$ cat src/rtl/gpio_port_pkg.sv
package gpio_port_pkg;
  localparam int unsigned ADDR_W = 2;

  typedef enum logic [ADDR_W-1:0] {
    SEL_DATA = 2'd0,
    SEL_DIR  = 2'd1,
    SEL_PORT = 2'd2,
    SEL_NONE = 2'd3
  } reg_sel_e;
endpackage

$ cat src/rtl/gpio_port_regs.sv
module gpio_port_regs #(
  parameter int unsigned WIDTH = 8
) (
  input  logic             clk_i,
  input  logic             rst_ni,
  input  logic             hw_stby_i,
  input  logic             sw_stby_i,
  input  logic             wr_data_i,
  input  logic             wr_dir_i,
  input  logic [WIDTH-1:0] wdata_i,
  output logic [WIDTH-1:0] data_o,
  output logic [WIDTH-1:0] dir_o
);
  logic [WIDTH-1:0] data_q, dir_q;

  always_ff @(posedge clk_i or negedge rst_ni) begin
    if (!rst_ni) begin
      data_q <= '0;
      dir_q  <= '0;
    end else if (hw_stby_i) begin
      data_q <= '0;
      dir_q  <= '0;
    end else if (!sw_stby_i) begin
      if (wr_data_i) data_q <= wdata_i;
      if (wr_dir_i)  dir_q  <= wdata_i;
    end
  end

  assign data_o = data_q;
  assign dir_o  = dir_q;
endmodule

$ cat src/rtl/gpio_port_sync.sv
module gpio_port_sync #(
  parameter int unsigned WIDTH  = 8,
  parameter int unsigned STAGES = 2
) (
  input  logic             clk_i,
  input  logic             rst_ni,
  input  logic             hw_stby_i,
  input  logic             sw_stby_i,
  input  logic [WIDTH-1:0] pin_i,
  output logic [WIDTH-1:0] pin_sync_o
);
  logic [WIDTH-1:0] stage_q [STAGES];

  for (genvar s = 0; s < STAGES; s++) begin : g_stage
    logic [WIDTH-1:0] stage_d;
    if (s == 0) begin : g_first
      assign stage_d = pin_i;
    end else begin : g_next
      assign stage_d = stage_q[s-1];
    end

    always_ff @(posedge clk_i or negedge rst_ni) begin
      if (!rst_ni)         stage_q[s] <= '0;
      else if (hw_stby_i)  stage_q[s] <= '0;
      else if (!sw_stby_i) stage_q[s] <= stage_d;
    end
  end

  assign pin_sync_o = stage_q[STAGES-1];
endmodule

$ cat src/rtl/gpio_port_rdmux.sv
module gpio_port_rdmux
  import gpio_port_pkg::*;
#(
  parameter int unsigned WIDTH = 8
) (
  input  logic              rd_i,
  input  logic [ADDR_W-1:0] addr_i,
  input  logic [WIDTH-1:0]  data_i,
  input  logic [WIDTH-1:0]  dir_i,
  input  logic [WIDTH-1:0]  pin_sync_i,
  input  logic [WIDTH-1:0]  lcd_mode_i,
  output logic [WIDTH-1:0]  rdata_o
);
  logic [WIDTH-1:0] port_view;

  // LCD-owned pins read back as 0
  for (genvar i = 0; i < WIDTH; i++) begin : g_bit
    assign port_view[i] = ~lcd_mode_i[i] & (dir_i[i] ? data_i[i] : pin_sync_i[i]);
  end

  always_comb begin
    rdata_o = '0;
    if (rd_i) begin
      unique case (reg_sel_e'(addr_i))
        SEL_DATA: rdata_o = data_i;
        SEL_DIR:  rdata_o = dir_i;
        SEL_PORT: rdata_o = port_view;
        SEL_NONE: rdata_o = '0;
        default:  rdata_o = '0;
      endcase
    end
  end
endmodule

$ cat src/rtl/gpio_port.sv
module gpio_port
  import gpio_port_pkg::*;
#(
  parameter int unsigned WIDTH       = 8,
  parameter int unsigned SYNC_STAGES = 2
) (
  input  logic              clk_i,
  input  logic              rst_ni,
  input  logic              hw_stby_i,
  input  logic              sw_stby_i,
  input  logic [ADDR_W-1:0] addr_i,
  input  logic              wr_i,
  input  logic              rd_i,
  input  logic [WIDTH-1:0]  wdata_i,
  output logic [WIDTH-1:0]  rdata_o,
  input  logic [WIDTH-1:0]  lcd_mode_i,
  input  logic [WIDTH-1:0]  pin_i,
  output logic [WIDTH-1:0]  pin_o,
  output logic [WIDTH-1:0]  pin_oe_o
);
  logic             wr_data, wr_dir;
  logic [WIDTH-1:0] data_q, dir_q, pin_sync;

  // port view address has no write decode
  assign wr_data = wr_i && (reg_sel_e'(addr_i) == SEL_DATA);
  assign wr_dir  = wr_i && (reg_sel_e'(addr_i) == SEL_DIR);

  gpio_port_regs #(.WIDTH(WIDTH)) u_regs (
    .clk_i     (clk_i),
    .rst_ni    (rst_ni),
    .hw_stby_i (hw_stby_i),
    .sw_stby_i (sw_stby_i),
    .wr_data_i (wr_data),
    .wr_dir_i  (wr_dir),
    .wdata_i   (wdata_i),
    .data_o    (data_q),
    .dir_o     (dir_q)
  );

  gpio_port_sync #(.WIDTH(WIDTH), .STAGES(SYNC_STAGES)) u_sync (
    .clk_i      (clk_i),
    .rst_ni     (rst_ni),
    .hw_stby_i  (hw_stby_i),
    .sw_stby_i  (sw_stby_i),
    .pin_i      (pin_i),
    .pin_sync_o (pin_sync)
  );

  gpio_port_rdmux #(.WIDTH(WIDTH)) u_rdmux (
    .rd_i       (rd_i),
    .addr_i     (addr_i),
    .data_i     (data_q),
    .dir_i      (dir_q),
    .pin_sync_i (pin_sync),
    .lcd_mode_i (lcd_mode_i),
    .rdata_o    (rdata_o)
  );

  assign pin_o    = data_q;
  assign pin_oe_o = dir_q & ~lcd_mode_i;
endmodule

$ cat config.mk
export PLATFORM = sky130hd
export DESIGN_NAME = gpio_port
export DESIGN_NICKNAME = d
export VERILOG_FILES = /design/src/rtl/gpio_port_pkg.sv /design/src/rtl/gpio_port_regs.sv /design/src/rtl/gpio_port_sync.sv /design/src/rtl/gpio_port_rdmux.sv /design/src/rtl/gpio_port.sv
export SDC_FILE = /design/constraint.sdc
export NUM_CORES = 1
export LEC_CHECK = 0
export BUFFER_PORTS_ARGS = -buffer_cell sky130_fd_sc_hd__buf_4
export CAP_MARGIN = 10
export CORE_UTILIZATION = 50
export DETAILED_ROUTE_END_ITERATION = 10
export HOLD_SLACK_MARGIN = 0.1
export PLACE_DENSITY = 0.86
export SYNTH_ARGS = -nofsm -noshare
export SYNTH_HDL_FRONTEND = slang
export SYNTH_SLANG_ARGS = --single-unit
$ cat constraint.sdc
create_clock -name clk_i -period 2.05 [get_ports clk_i]
set_clock_uncertainty 0.1 [all_clocks]
set_input_delay 0.3075 -clock clk_i [delete_from_list [all_inputs] [get_ports clk_i]]
set_output_delay 0.3075 -clock clk_i [all_outputs]
set_load 0.01 [all_outputs]
==> metrics, run 1 <==
status=finished, final reports clean; CTS sink count=32; die width=a little under 60 µm; CTS buffer count=5; die height=59.6 µm; FF-to-FF End=u_regs.dir_o[1]; R2R Path Start=u_regs.dir_o[1]; met2 WL=2.13 mm; cell breakdown of the critical path=and3b_1 > a21oi_1 > o32ai_1 > buf_4; Final Cycle Share=92.9%; most frequent cells in the layout=buf_4, dfrtp_1, mux2i_1; Die ar.=0.00355 mm²; vias in the first global route=between 1000 and 1500; Bufs and invs on worst path=1; Total GRT Usage=approximately a quarter; Critical Path End=rdata_o[1]; via count=roughly 1400; Seq/Total Area, Yosys=about half; layout cell share with drive strength beyond 1=30.6%; synthesized area=approximately 0.0017 mm²; commonest non-fill, non-tap cell in the layout=buf_4; Worst-Margin Slew=between 0.5 and 0.6 ns; RSZ-0062 raised after global routing=no; critical path depth in cells=4; post_cts resized=0; number of port buffers=55; DRT antenna net count=0; final setup TNS=0 ns; Worst Setup Path Type=register to output port; flop-to-flop setup slack=approximately 1.2 ns; WP data required=between 1.5 and 2 ns; first drt pass iteration count=4; Yosys cell types=21; Top Metal Used=met4; Worst setup EP type=output port; placed insts=approximately 250; Routed Wire Length=approximately 4.1 mm; GP Congestion=around 0.82; area grow syn2layout=32.9%; CP top delay family=flip-flops; Crit path largest cell delay=~0.44 ns; H-tree Lvls=2; Avg WL per Cell=15.6 µm; Worst slew margin=about 64%; Ant. Diodes=0; Nets=250; critical path peak fanout=5; syn_nets=a little under 200; # IOs=between 50 and 60; final setup fails=0; Layout Cells excl Fill=263; max-cap viol count=0; vias per cell=about 5.4; Peak VDD IR=~0.37 mV; WL met1=around 1.7 mm; row cnt=20; Post-Syn Area per Cell=10.2 µm²; max-slew violations=0; fmax=around 0.53 GHz; CP Data Arrival Time=around 1.5 ns; slowest CP cell=dfrtp_1; Final Hold Violating Endpoints=0; Final min period=between 1.5 and 2 ns; first-pass GRT wire length=approximately 6.5 mm; crit path from=u_regs.dir_o[1]; DP HPWL=roughly 3 mm; leakage power=0.00110 µW; class of the worst hold path=primary input to register; # DRC=0; core area=roughly 0.0031 mm²; Detail Route met3 WL=between 150 and 200 µm; CTS Buffer Depth=2; CTS hold repair buffers=1; CTS tree=built; worst reg2reg path depth=2; largest net degree at the start of global routing=33; CP Launch Type=register; clk slew on worst S/H paths=roughly 0.10 ns; initial antenna violation count=0; Yosys Warn Count=0; register bit total from synthesis=32; Initial Util=between 50 and 60%; power density over cell area=between 600 and 700 mW/mm²; # Post-CTS Setup Buffers=0; Iter 0 DRT Violations=roughly 80; total gr overflow=0; CTS root buf=clkbuf_4; cell count after synthesis=~160; Worst-Skew Late Latency=about 0.33 ns
-- power by group --
group	internal (µW)	switching [µW]	leakage, µW
combinational	84.7	88.2	0.000608
clock	324	213	0.0000515
sequential	651	15.6	0.000438
total	1060	317	0.00110
-- state kept, by name (all words and copies together) (netlist names) --
name	count
u_regs.data_o	8
u_regs.dir_o	8
u_sync.g_stage.stage_d	8
u_sync.pin_sync_o	8
-- per-stage QoR --
stage,instance area [µm²],hold WS (ns),setup WS [ns],power [µW],utilization [%]
after global routing,2200,0.117,0.0586,1430,70.9
after CTS,2200,0.113,0.142,1390,70.9
after floorplan,1660,-0.0881,0.501,756,-
final,2200,0.112,0.146,1380,70.9
after detailed placement,2100,0.164,0.258,851,67.5
after global placement,2100,0.158,0.355,844,67.5
-- metal layers --
| metal | up-vias | global-route usage (%) |
|---|---|---|
| met5 | - | 0 |
| met4 | 0 | 5.98 |
| met3 | 7 | 7.42 |
| met2 | 41 | 44.1 |
| met1 | 681 | 31.4 |
| li1 | 680 | - |
-- cell families after synthesis --
logic type	count (synthesis)	synth area share (%)
AOI/OAI and AO/OA	26	9.74
buffers and inverters	10	3.25
DFF	32	48.3
muxes	31	18.7
and+or+nand+nor	63	19.9
-- worst min-delay path by stage --
stage | startpoint | endpoint | slack [ns] | cells past startpoint
after floorplan | rst_ni | u_regs.data_o[0] | -0.09 | 0
after global placement | rst_ni | u_sync.g_stage[1].stage_d[7] | 0.16 | 1
after detailed placement | rst_ni | u_sync.pin_sync_o[7] | 0.16 | 1
after CTS | pin_i[3] | u_sync.g_stage[1].stage_d[3] | 0.11 | 3
after global routing | wdata_i[4] | u_regs.data_o[4] | 0.12 | 3
final | pin_i[1] | u_sync.g_stage[1].stage_d[1] | 0.11 | 3
-- tightest hold or removal path: cells and delay by family --
family	cells	cell delay, ns
muxes	1	0.05
buffers and inverters	1	0.07
and+or+nand+nor	1	0.08
-- Yosys cell counts, drive strengths merged --
cell,number,area share (%)
a21oi,17,5.1
nand2,17,3.9
nor4bb,1,0.60
nor2,26,5.9
nand2b,2,0.76
nor4b,1,1.4
inv,1,0.23
dfrtp,32,48
o21ai,1,0.30
nor2b,7,2.6
o32ai,7,3.7
nand3b,1,0.45
mux2i,31,19
or4b,1,0.60
o211a,1,0.60
and3b,7,3.7
clkbuf,4,0.98
buf,5,2.0
-- final cells by class --
class                           count  area (µm²)
Tap cell                           44        55.1
Fill cell                         278         902
Clock buffer                        7        65.1
Clock inverter                      1        30.0
Sequential cell                    32         801
Timing Repair Buffer               58         438
Multi-Input combinational cell    120         808
Inverter                            1        3.75
Power figures use the tool's default switching activity.
==> inputs of run 2 (changes only) <==
CORE_UTILIZATION = 53   (was 50)
PLACE_DENSITY = 0.91   (was 0.86)
==> run 2 against run 1 <==
The flow now finishes with violations (design-rule violations). Count of clock-buffer cells in the layout shrank 1. Utilization grew 4.5 points. Die area shrank 5.5%. Critical path type unchanged. Critical endpoint is now rdata_o[2]. Largest cell class unchanged.
==> metrics, run 2 (synthesis results as in run 1) <==
status=finished, violations left; violated checks=design-rule violations; CP Data Arrival Time=1.48 ns (-0.02 ns); clk slew on worst S/H paths=0.10 ns (about the same); Clk network pwr share=30.4% (-8.6 points); largest net degree at the start of global routing=33 (unchanged); # Post-CTS Setup Buffers=0 (unchanged); CTS tree=built; number of port buffers=55 (unchanged); max-cap viol count=0 (unchanged); setup ws final=0.164 ns (+0.0179 ns); Pint=899 µW (-15%); RSZ-0062 raised after global routing=no; # DRC=4 (+4); Final Hold Violating Endpoints=0 (unchanged); Net Switching=307 µW (-2.9%); sequential share of power=55.3% (+6.9 points); DP HPWL=2.99 mm (about the same); flop-to-flop setup slack=1.18 ns (+0.02 ns); Avg WL per Cell=16.2 µm (+4.1%); worst reg2reg path depth=2 (unchanged); Die ar.=0.00335 mm² (-5.5%); CTS buffer count=5 (unchanged); DRT antenna net count=0 (unchanged); Initial Util=58.1% (+4.7 points); Worst-Margin Slew=0.509 ns (-0.0303 ns); vias in the first global route=1484 (+5.8%); Final min period=1.89 ns (-0.0179 ns); Routed Wire Length=4.05 mm (-1.1%); critical path peak fanout=5 (unchanged); layout cell share with drive strength beyond 1=30.6% (unchanged); Nets=250 (unchanged); Worst slew margin=65.9% (+2.0 points); WHS=0.120 ns (+0.00754 ns); Final Cycle Share=92.0% (-0.87 points); first drt pass iteration count=10 (+6); max-slew violations=0 (unchanged); final setup fails=0 (unchanged); multi-input combinational cell area=808 µm² (unchanged); CTS root buf=clkbuf_4; H-tree Lvls=2 (unchanged); die width=57.9 µm (-2.8%); pre-CTS setup slack=0.325 ns (+0.0668 ns); commonest non-fill, non-tap cell in the layout=buf_4; Peak VDD IR=0.567 mV (+53%); Worst Setup Path Type=register to output port; Gate power share=14.3% (+1.7 points); area grow syn2layout=29.8%; leakage power=0.00108 µW (-1.2%); final setup TNS=0 ns (unchanged); Worst setup EP type=output port; via count=1447 (+2.7%); CTS sink count=32 (unchanged); WP data required=1.64 ns (about the same); grt peak-use layer=met2; die height=57.9 µm (-2.8%); Seq. cell area=801 µm² (unchanged); Hold Path Cell Cnt=3 (unchanged); row cnt=19 (-5.0%); Net Sw Frac=25.5% (+2.5 points); Total GRT Usage=26.7% (+1.2 points); first-pass GRT wire length=6.71 mm (+3.9%); vias per cell=5.79 (+8.0%); CP Launch Type=register; Filler Cell Count=210 (-24%); GR Util met1=32.2% (+0.86 points); core area=0.00285 mm² (-8.1%); total gr overflow=0 (unchanged); class of the worst hold path=primary input to register; CTS Buffer Depth=2 (unchanged); fmax=0.530 GHz (+0.95%); met3 Track Usage GR=6.70% (-0.73 points); met2 Track Usage GR=46.3% (+2.2 points); Ant. Diodes=0 (unchanged); power density over cell area=561 mW/mm² (-10%); initial antenna violation count=0 (unchanged); Iter 0 DRT Violations=82 (+3.8%); Worst-Skew Late Latency=0.33 ns (about the same); # IOs=56 (unchanged); most frequent cells in the layout=buf_4, dfrtp_1, mux2i_1; GP Congestion=0.812 (-0.43%)
-- run 2: changes by cell type in the layout (fill, tap and decap cells not counted), sizes merged --
| cell | before | now |
|---|---|---|
| clkinv | 0 | 2 |
| bufinv | 1 | 0 |
| clkbuf | 7 | 6 |
-- run 2: final timing paths --
check,startpoint,to
setup / recovery,u_regs.dir_o[2],rdata_o[2]
hold / removal,pin_i[5],u_sync.g_stage[1].stage_d[5]
setup reg to reg,u_regs.dir_o[2],u_regs.dir_o[2]
hold reg to reg,u_sync.pin_sync_o[1],u_sync.pin_sync_o[1]
max in group asynchronous,rst_ni,u_regs.dir_o[5]
min in group asynchronous,rst_ni,u_sync.g_stage[1].stage_d[2]
-- run 2: worst max-delay path: stages (launching register included) --
cell	delay, ns
dfrtp_1	0.44
and3b_1	0.24
a21oi_1	0.05
o32ai_1	0.24
buf_4	0.17
-- run 2: power groups by stage --
stage,combinational [µW],clock (µW),sequential (µW)
2_1_floorplan,80.8,0,676
6_report,172,367,667
3_3_place_gp,164,0,678
5_1_grt,188,403,670
3_5_place_dp,171,0,679
4_1_cts,173,377,667
-- run 2: through the flow --
stage / power [µW] / util [%] / instances / instance area, µm²
after floorplan: 756 / - / 162 / 1660
after global placement: 842 / 72.9 / 241 / 2080
after detailed placement: 850 / 72.9 / 241 / 2080
after CTS: 1220 / 75.4 / 250 / 2150
after global routing: 1260 / 75.4 / 250 / 2150
final: 1210 / 75.4 / 250 / 2150
-- run 2: area by class of cell --
type	count	share of cell area (%)
flip-flops and latches	32	37.2
inverters	1	0.175
multi-input cells	120	37.6
well taps	31	1.80
clock buffers	6	2.39
repair buffers	58	20.4
clock inverters	2	0.465
-- run 2: repair_timing --
item                                   CTS  global route
gates resized for setup                  0             0
hold buffers                             1             0
endpoints found under the hold margin   32             0
-- run 2: layer usage --
metal  vias up  share of wire (%)
li1        680                  -
met1       701                 41
met2        58                 52
met3         8                4.9
met4         0                1.8
met5         -                  0
==> inputs of run 3 (changes only) <==
CORE_UTILIZATION = 50   (was 53)
PLACE_DENSITY = 0.86   (was 0.91)
clock period = 1.9 ns   (was 2.05 ns; I/O delays follow)
==> run 3 against run 2 <==
The run now ends clean. Sequential power up 7.9%. Total power up 13%. Routed wire length up 14%. Sequential share of layout area down 2.8 points. Non-clock buffer count up 14. Register-to-register slack worse by 0.25 ns. Count of clock-buffer cells in the layout up 1. Critical path depth unchanged. Global-route usage up 2.1 points. First-iteration DRC count down 2.4%.
==> metrics, run 3 (synthesis results as in run 1) <==
CP Data Arrival Time=1.46 ns (-0.02 ns); first drt pass iteration count=4 (-6); flop-to-flop setup slack=0.93 ns (-0.25 ns); Final Hold Violating Endpoints=0 (unchanged); CTS tree=built; Worst setup EP type=output port; area grow syn2layout=40.6%; class of the worst hold path=primary input to register; Avg WL per Cell=16.7 µm (+3.2%); vias in the first global route=1522 (+2.6%); Peak VDD IR=0.459 mV (-19%); CTS sink count=32 (unchanged); Filler Cell Count=235 (+12%); clk slew on worst S/H paths=0.09 ns (about the same); Net Sw Frac=25.0% (-0.49 points); Clk network pwr share=31.4% (+1.0 points); Die ar.=0.00355 mm² (+5.8%); Final Util=75.0% (-0.35 points); # IOs=56 (unchanged); sequential share of power=52.9% (-2.4 points); status=finished, final reports clean; core area=0.00310 mm² (+8.8%); commonest non-fill, non-tap cell in the layout=buf_4; row cnt=20 (+1); Nets=264 (+5.6%); pre-CTS setup slack=0.182 ns (-0.143 ns); max-slew violations=0 (unchanged); placed insts=255 (+5.8%); CTS root buf=clkbuf_4; DP HPWL=3.10 mm (+3.6%); CTS Buffer Depth=2 (unchanged); CTS buffer count=5 (unchanged); WHS=0.118 ns (-0.00193 ns); total gr overflow=0 (unchanged); R2R Path Start=u_regs.dir_o[1]; Total GRT Usage=28.8% (+2.1 points); Final Cycle Share=just under 100%; power density over cell area=585 mW/mm² (+4.2%); number of port buffers=55 (unchanged); H-tree Lvls=2 (unchanged); leakage power=0.00115 µW (+5.9%); die height=59.6 µm (+2.9%); Routed Wire Length=4.62 mm (+14%); Initial Util=53.4% (-4.7 points); Layout Cells excl Fill=276 (+10%); largest net degree at the start of global routing=33 (unchanged); min-delay src=wdata_i[3]; vias per cell=5.53 (-4.4%); Worst-Skew Late Latency=0.32 ns (about the same); Gate power share=15.7% (+1.4 points); multi-input combinational cell area=835 µm² (+3.3%); # DRC=0 (-4); Seq. cell area=802 µm² (+0.16%); Worst slew margin=64.3% (-1.6 points); Hold Path Cell Cnt=3 (unchanged); Ant. Diodes=0 (unchanged); setup ws final=0.0594 ns (-0.105 ns); via count=1527 (+5.5%); final setup fails=0 (unchanged); most frequent cells in the layout=buf_4, mux2i_1, dfrtp_1; Net Switching=340 µW (+11%); CP Launch Type=register; worst reg2reg path depth=3 (+1); Worst-Margin Slew=0.533 ns (+0.0238 ns); WP data required=1.51 ns (-0.13 ns); critical path peak fanout=5 (unchanged); FF-to-FF End=u_regs.dir_o[1]; hold endpoint=u_regs.dir_o[3]; Worst Setup Path Type=register to output port; die width=59.6 µm (+2.9%); DRT antenna net count=0 (unchanged); fmax=between 0.5 and 0.6 GHz; max-cap viol count=0 (unchanged); Pint=1020 µW (+14%); layout cell share with drive strength beyond 1=32.3% (+1.7 points); initial antenna violation count=0 (unchanged); Iter 0 DRT Violations=80 (-2.4%); GP Congestion=0.790 (-2.7%); first-pass GRT wire length=7.12 mm (+6.1%); total power=1360 µW (+13%); Final min period=roughly 1.8 ns
run 3: changes by cell type in the layout (fill, tap and decap cells not counted), sizes merged:
cell | previous run | this run
clkinv | 2 | 0
dlygate4sd3 | 1 | 11
buf | 57 | 61
clkbuf | 6 | 7
run 3: worst max-delay path, stage by stage (launching register included):
cell	delay, ns
dfrtp_1	0.44
and3b_1	0.23
a21oi_1	0.06
o32ai_2	0.24
buf_4	0.17
run 3: routing by layer:
| metal | track usage (%) | up-vias | share of wire, % |
|---|---|---|---|
| met3 | 7.42 | 12 | 6.7 |
| met2 | 48.5 | 78 | 52 |
| met4 | 14.3 | 0 | 2.4 |
| met5 | 0 | - | 0 |
| met1 | 34.0 | 729 | 39 |
| li1 | - | 708 | - |
run 3: stage by stage:
step | cell area (µm²) | setup TNS, ns
final | 2330 | 0
after global routing | 2330 | -0.00398
after CTS | 2300 | 0
after detailed placement | 2100 | 0
after global placement | 2100 | 0
after floorplan | 1660 | 0
run 3: power groups by stage:
stage          clock network, µW  logic [µW]  registers (µW)
2_1_floorplan                  0        87.2             729
3_3_place_gp                   0         180             731
3_5_place_dp                   0         187             733
6_report                     427         214             720
5_1_grt                      467         231             722
4_1_cts                      442         208             719
run 3: layout make-up:
type / instances / area share (%)
timing repair buffer: 72 / 24.4
sequential: 32 / 34.4
tap: 44 / 2.36
inverter: 1 / 0.161
clock buffer: 7 / 2.79
multi-input combinational: 120 / 35.8
run 3: worst max path at each step:
stage                    start    endpoint  slack [ns]  cells after the start
2_1_floorplan        addr_i[0]  rdata_o[0]        0.40                      3
3_3_place_gp         addr_i[0]  rdata_o[2]        0.25                      4
3_5_place_dp         addr_i[0]  rdata_o[1]        0.18                      4
4_1_cts        u_regs.dir_o[1]  rdata_o[1]        0.04                      4
5_1_grt        u_regs.dir_o[2]  rdata_o[2]      -0.004                      4
6_report       u_regs.dir_o[2]  rdata_o[2]        0.06                      4
run 3: timing repair:
action	4_1_cts	5_1_grt
hold buffers	11	0
setup endpoints to repair	1	4
buffers inserted	1	2
endpoints found under the hold margin	43	0
resized for setup	2	3
pin swaps	1	0
